[src/rtl/dma_desc_loader.sv]
module dma_desc_loader (
  input  logic        clk,
  input  logic        rst_n,
  input  logic        reg_wr,
  input  logic [1:0]  reg_addr,
  input  logic [31:0] reg_wdata,
  output logic [31:0] reg_rdata,
  input  logic        ch_enable,
  output logic        mem_req,
  output logic [31:0] mem_addr,
  input  logic        mem_rvalid,
  input  logic [31:0] mem_rdata,
  output logic        xfer_start,
  input  logic        xfer_done,
  output logic        list_done,
  output logic        blk_end,
  output logic [31:0] w_src,
  output logic [31:0] w_dst,
  output logic [23:0] w_elem,
  output logic [15:0] w_frames,
  output logic [15:0] w_irqctl,
  output logic [15:0] w_deidx,
  output logic [15:0] w_seidx,
  output logic [31:0] w_dfidx,
  output logic [31:0] w_sfidx,
  output logic [31:0] w_color,
  output logic [31:0] w_csdp,
  output logic [31:0] w_lnk,
  output logic [31:0] w_ccr
);
  localparam logic [31:0] END_PTR  = 32'hFFFF_FFFC;
  localparam logic [31:0] CTL_MASK = 32'h0000_05B5;
  localparam logic [31:0] CAPS     = 32'h0010_0000;

  typedef enum logic [1:0] {S_IDLE, S_FETCH, S_XFER, S_PAUSE} st_t;
  st_t st;

  logic [31:0] ctl, nxt, base;
  logic [15:0] cnt;
  logic [3:0]  widx, flen, slot;
  logic [2:0]  cur_t, nt;
  logic        cur_sv, cur_dv, cur_blk, nsv, ndv, nblk, initx;
  logic        two, nxt_end, last_word, go, advance;

  assign two       = (cur_t == 3'd1) || (cur_sv && cur_dv);
  assign slot      = two ? (widx - 4'd2) : (widx - 4'd1);
  assign nxt_end   = ({nxt[31:2], 2'b00} == END_PTR);
  assign last_word = (widx == flen - 4'd1);
  assign go        = ch_enable && ctl[8] && !ctl[7];
  assign advance   = (st == S_IDLE && go && ctl[10]) ||
                     (st == S_XFER && xfer_done && (initx || !nxt[0])) ||
                     (st == S_PAUSE && go);
  assign mem_req   = (st == S_FETCH);
  assign mem_addr  = base + {26'd0, widx, 2'b00};

  always_comb begin
    case (cur_t)
      3'd1:    flen = 4'd12;
      3'd2:    flen = two ? 4'd8 : 4'd7;
      3'd3:    flen = two ? 4'd4 : 4'd3;
      default: flen = 4'd2;
    endcase
  end

  always_comb begin
    case (reg_addr)
      2'd0:    reg_rdata = ctl;
      2'd1:    reg_rdata = nxt;
      2'd2:    reg_rdata = {16'd0, cnt};
      default: reg_rdata = CAPS;
    endcase
  end

  always_ff @(posedge clk) begin
    if (!rst_n) begin
      st <= S_IDLE;
      ctl <= '0; nxt <= '0; base <= '0; cnt <= '0; widx <= '0;
      cur_t <= '0; cur_sv <= 1'b0; cur_dv <= 1'b0; cur_blk <= 1'b0;
      nt <= '0; nsv <= 1'b0; ndv <= 1'b0; nblk <= 1'b0; initx <= 1'b0;
      xfer_start <= 1'b0; list_done <= 1'b0; blk_end <= 1'b0;
      w_src <= '0; w_dst <= '0; w_elem <= '0; w_frames <= '0; w_irqctl <= '0;
      w_deidx <= '0; w_seidx <= '0; w_dfidx <= '0; w_sfidx <= '0;
      w_color <= '0; w_csdp <= '0; w_lnk <= '0; w_ccr <= '0;
    end else begin
      xfer_start <= 1'b0;
      list_done  <= 1'b0;
      blk_end    <= 1'b0;

      if (reg_wr) begin
        case (reg_addr)
          2'd0: begin
            ctl <= reg_wdata & CTL_MASK;
            if (reg_wdata[8] && !ctl[8]) begin
              w_frames <= 16'hFFFF;
              w_elem   <= 24'hFF_FFFF;
            end
          end
          2'd1: nxt <= reg_wdata;
          2'd2: if (reg_wdata == 32'd0) cnt <= '0;
          default: ;
        endcase
      end

      if (advance) begin
        if (nxt_end) begin
          list_done <= 1'b1;
          st <= S_IDLE;
        end else begin
          base <= {nxt[31:2], 2'b00};
          widx <= '0;
          st   <= S_FETCH;
        end
      end

      case (st)
        S_IDLE: if (go) begin
          cur_t   <= {1'b0, ctl[5:4]};
          cur_sv  <= ctl[2];
          cur_dv  <= ctl[0];
          cur_blk <= 1'b0;
          if (!ctl[10]) begin
            st <= S_XFER;
            xfer_start <= 1'b1;
            initx <= 1'b1;
          end
        end
        S_FETCH: if (mem_rvalid) begin
          if (widx == 4'd0) nxt <= mem_rdata;
          else if (widx == 4'd1) begin
            w_elem <= mem_rdata[23:0];
            nt     <= mem_rdata[31:29];
            nsv    <= mem_rdata[24];
            ndv    <= mem_rdata[26];
            nblk   <= mem_rdata[28];
          end else if (!two && widx == 4'd2) begin
            if (cur_sv) w_src <= mem_rdata;
            if (cur_dv) w_dst <= mem_rdata;
          end else begin
            case (slot)
              4'd0: if (cur_sv) w_src <= mem_rdata;
              4'd1: if (cur_dv) w_dst <= mem_rdata;
              4'd2: {w_irqctl, w_frames} <= mem_rdata;
              4'd3: {w_deidx, w_seidx} <= mem_rdata;
              4'd4: w_dfidx <= mem_rdata;
              4'd5: w_sfidx <= mem_rdata;
              4'd6: w_color <= mem_rdata;
              4'd7: w_csdp  <= mem_rdata;
              4'd8: w_lnk   <= mem_rdata;
              4'd9: w_ccr   <= mem_rdata;
              default: ;
            endcase
          end
          if (last_word) begin
            st <= S_XFER;
            xfer_start <= 1'b1;
          end else begin
            widx <= widx + 4'd1;
          end
        end
        S_XFER: if (xfer_done) begin
          initx <= 1'b0;
          if (!initx) begin
            cnt     <= cnt + 16'd1;
            blk_end <= cur_blk;
            cur_t   <= nt;
            cur_sv  <= nsv;
            cur_dv  <= ndv;
            cur_blk <= nblk;
            if (nxt[0]) begin
              ctl[7] <= 1'b1;
              st <= S_PAUSE;
            end
          end
        end
        default: ;
      endcase
    end
  end
endmodule

[config.mk]
export PLATFORM = sky130hd
export DESIGN_NAME = dma_desc_loader
export DESIGN_NICKNAME = d
export VERILOG_FILES = /design/src/rtl/dma_desc_loader.sv
export SDC_FILE = /design/constraint.sdc
export NUM_CORES = 1
export LEC_CHECK = 0
export ABC_AREA = 1
export CORE_AREA = 2 2 205 207
export CTS_BUF_LIST = sky130_fd_sc_hd__clkbuf_8
export CTS_CLUSTER_DIAMETER = 80
export DETAILED_ROUTE_END_ITERATION = 8
export DIE_AREA = 0 0 207 209
export HOLD_SLACK_MARGIN = 0.02
export PLACE_DENSITY = 0.75
export SYNTH_ARGS = -nofsm -noshare
export SYNTH_HDL_FRONTEND = slang
export SYNTH_SLANG_ARGS = --single-unit
[constraint.sdc]
create_clock -name clk -period 3 [get_ports clk]
set_input_delay 0.45 -clock clk [delete_from_list [all_inputs] [get_ports clk]]
set_output_delay 0.45 -clock clk [all_outputs]
set_load 0.01 [all_outputs]
==> metrics.md <==
| Metric | Value |
|---|---|
| NumNets Final | `between 3k and 4k` |
| Via density | `5.429` |
| Crit-path leading delay family | `adder cells` |
| Complex-gate fraction of the synthesized area | `16.74%` |
| Most used cell, CP | `buf_6` |
| Slew margin rel. | `31.59%` |
| Die Y | `around 210 um` |
| Worst-Skew Late Latency | `0.65 ns` |
| Share of layout cells above drive strength 1 | `between 10% and 20%` |
| Post-synthesis mux area share | `0%` |
| CORE AREA | `41290 um^2` |
| Yosys reg bits | `451` |
| FF-to-FF setup slack | `0.17 ns` |
| Register area share after synthesis | `48.15%` |
| Routed len/inst | `approximately 21 um` |
| CTS sink cnt | `451` |
| Most frequent cells in the layout | `687 x nor2_1, 454 x clkdlybuf4s50_1, 444 x dfxtp_1, 353 x o21ai_0, 254 x nand2_1` |
| Hold Vio Cnt, Final | `0` |
| Worst-Margin Slew | `1.023 ns` |
| Power per cell area | `487.1 nW/um^2` |
| FILL cells | `3656` |
| Violated checks | `negative setup slack` |
| GPL Wtd Cong | `0.9614` |
| Die X | `207 um` |
| Worst setup margin | `-0.07596 ns` |
| Placed cell area | `about 24000 um^2` |
| Mean Syn Cell Area | `7.247 um^2` |
| CP Data Required Time | `between 2 and 3 ns` |
| Layout Area Growth over Synthesis | `38.89%` |
| DRC | `0` |
| Clock skew | `0.03434 ns` |
| Max stage delay on crit path | `about 0.36 ns` |
| Total gr overflow | `0` |
| Vias in the first global route | `18.56k` |
| Initial core utilization | `45.41%` |
| Placed wire-length estimate | `53900 um` |
| Post-synth EDFFs | `0` |
| Yosys Warn Count | `0` |
| Worst path bufs/invs | `5` |
| RSZ-0062 raised after global routing | `yes` |
| CP endpoint kind | `output pin` |
| Initial drt markers | `1592` |
| Post-route antenna net violation count | `0` |
| 1st-pass router iterations | `6` |
| Clock Tree Buf Depth | `3` |
| Initial antenna violation count | `2` |
| CTS root buffer | `clkbuf_8` |
| Most common cell after layout, fill and taps aside | `nor2_1` |
| Routed WL | `77220 um` |
| Pre-CTS setup slack | `-0.2282 ns` |
| H-tree depth | `3` |
| First-pass GRT wire length | `113300 um` |
| XOR/XNOR Fraction of Synth Area | `under 10%` |
| Die Area | `43260 um^2` |
| IO Count | `484` |
| Status | `finished, violations left` |
| Via count | `~20k` |
| Final worst path period share | `102.5%` |
| Worst EP arrival | `2.63 ns` |
| Worst Hold Class | `in -> reg` |
| Post-route cell area | `26040 um^2` |
| CTS clk-pin slew, worst paths | `0.06 ns` |
| Critical path fanouts, max | `3` |
| Final setup fails | `5` |
| Library cells used by synthesis | `42` |
| Simple-Gate Fraction of Synth Area | `roughly 25%` |
| Worst R2R End | `w_color[26]` |
| Slowest cell on crit path | `fa_2` |
| CP cell instances | `ha_4, inv_2, fa_2, o21ai_4, nand2_4, nor2_4, buf_6, nand3_4, buf_6, xor2_1, inv_1, buf_6` |
| Cells after Synth | `roughly 2.6k` |
| Cts bufs inserted | `77` |
| Worst VDD drop | `a little over 400 uV` |
| # diodes | `0` |
| Hold Path Stages | `4` |
| Row count | `75` |
| Final min period | `slightly above 3 ns` |
| Count of input and output buffers | `481` |
| Pleak | `9.996 nW` |
| R2R depth | `16` |
| Max-Cap Viols | `0` |
| Adder-cell share of the synthesized area | `0.9743%` |
| Footprint of the multi-input gates | `8504 um^2` |
| GRT Total Usage | `34.16%` |
| Post-synthesis async set-or-reset flop share | `0%` |
| Crit Path Class | `reg -> out` |
| Mapped cell area | `about 19000 um^2` |
| HP Start | `rst_n` |
| Flip-flop and latch area | `between 9000 and 10000 um^2` |
| Largest family of logic cells by synthesized area | `simple AND/OR/NAND/NOR gates` |
| Primary FF master, synth | `dfxtp_1` |
| Crit start category | `register` |
| Hold Crit Endpoint | `w_csdp[1]` |
| R2r startpoint | `widx[0]` |
| Largest net degree at the start of global routing | `between 150 and 200` |
| Max Fclk | `325.1 MHz` |
| Fin. max-slew vios | `0` |
| CTS tree | `yes` |
-- sequential cells by signal (all words and copies together) (netlist names), 2 cells and up --
| register | count |
|---|---|
| w_elem | 24 |
| w_seidx | 16 |
| w_src | 32 |
| w_irqctl | 16 |
| nt | 3 |
| ctl | 7 |
| w_sfidx | 32 |
| w_dfidx | 32 |
| nxt | 32 |
| w_lnk | 32 |
| w_deidx | 16 |
| w_color | 32 |
| w_frames | 16 |
| st | 2 |
| w_dst | 32 |
| w_ccr | 32 |
| w_csdp | 32 |
| widx | 4 |
| cur_t | 3 |
| cnt | 16 |
| base | 30 |
-- cells by family after synthesis --
| family | Yosys count |
|---|---|
| AO/OA/AOI/OAI | 600 |
| AND/OR/NAND/NOR | 1137 |
| buffers and inverters | 351 |
| adder cells (fa/ha/maj) | 14 |
| XOR/XNOR | 33 |
| flip-flops | 451 |
| other | 1 |
-- cells in the mapped netlist, types with 3 or more instances --
| master | n | share of area [%] |
|---|---|---|
| a211oi_1 | 15 | 0.60 |
| a211oi_2 | 3 | 0.20 |
| a21oi_1 | 165 | 4.4 |
| a31oi_1 | 7 | 0.23 |
| buf_1 | 34 | 0.68 |
| buf_2 | 30 | 0.80 |
| buf_4 | 23 | 0.92 |
| buf_6 | 7 | 0.42 |
| clkbuf_1 | 88 | 1.8 |
| dfxtp_1 | 451 | 48 |
| ha_1 | 13 | 0.87 |
| inv_1 | 148 | 3.0 |
| inv_2 | 19 | 0.38 |
| nand2_1 | 259 | 5.2 |
| nand2_2 | 9 | 0.30 |
| nand3_1 | 99 | 2.6 |
| nand3_2 | 3 | 0.16 |
| nand4_1 | 20 | 0.67 |
| nor2_1 | 697 | 14 |
| nor2_2 | 7 | 0.23 |
| nor3_1 | 26 | 0.69 |
| nor4_1 | 8 | 0.27 |
| o21a_1 | 3 | 0.12 |
| o21ai_0 | 354 | 9.4 |
| o21ai_1 | 36 | 0.96 |
| o221ai_1 | 5 | 0.23 |
| o22ai_1 | 7 | 0.23 |
| xnor2_1 | 8 | 0.37 |
| xor2_1 | 25 | 1.2 |
-- worst max-delay path by stage --
stage             from           end  slack, ns  depth (start not counted)
2_1_floorplan  widx[0]  mem_addr[22]       0.38                          9
3_3_place_gp   base[2]  mem_addr[24]      -0.24                         11
3_5_place_dp   widx[0]  mem_addr[22]      -0.23                         10
4_1_cts        widx[0]  mem_addr[26]      -0.15                         10
5_1_grt        base[2]  mem_addr[22]      -0.19                         11
6_report       base[2]  mem_addr[20]      -0.08                         12
-- stage by stage --
stage	TNS, ns	total power, mW	instances	utilization, %	hold WS, ns
after floorplan	0	6.657	2588	-	0.4151
after global placement	-1.227	7.097	3514	58.60	0.4592
after detailed placement	-1.301	7.111	3514	58.60	0.4625
after CTS	-0.5876	12.71	3652	62.77	0.3337
after global routing	-1.137	13.09	3657	63.07	0.3919
final	-0.2707	12.68	3657	63.07	0.3774
-- per-layer routing --
| metal | wire [um] | GRT usage [%] |
|---|---|---|
| met1 | 30550 | 42.14 |
| met2 | 35630 | 55.31 |
| met4 | 4044 | 17.64 |
| met5 | 0 | 0 |
| met3 | 6990 | 8.611 |
-- final cells by class --
class                   count  area share, %
flip-flops and latches    451          34.71
clock inverters            40          1.067
repair buffers            577          21.57
well taps                 539          2.590
inverters                 169          2.436
clock buffers              94          4.968
multi-input cells        1787          32.66
-- where the power goes --
group	switching [mW]	internal, mW
clock network	2.57	3.10
logic	0.597	0.309
registers	0.0501	6.05
-- repair_timing --
item / in CTS / in global routing
buffers inserted: 5 / 5
hold buffers: 0 / 0
gates resized for setup: 119 / 35
pin swaps: 17 / 14
gates cloned: 0 / 1
setup endpoints to repair: 28 / 50
-- worst min-delay path, delay by kind of cell --
| family | cells | cell delay [ns] |
|---|---|---|
| AO/OA/AOI/OAI | 1 | 0.12 |
| AND/OR/NAND/NOR | 1 | 0.04 |
| buffers and inverters | 2 | 0.36 |
No activity file was read; power rests on OpenSTA's default activity.
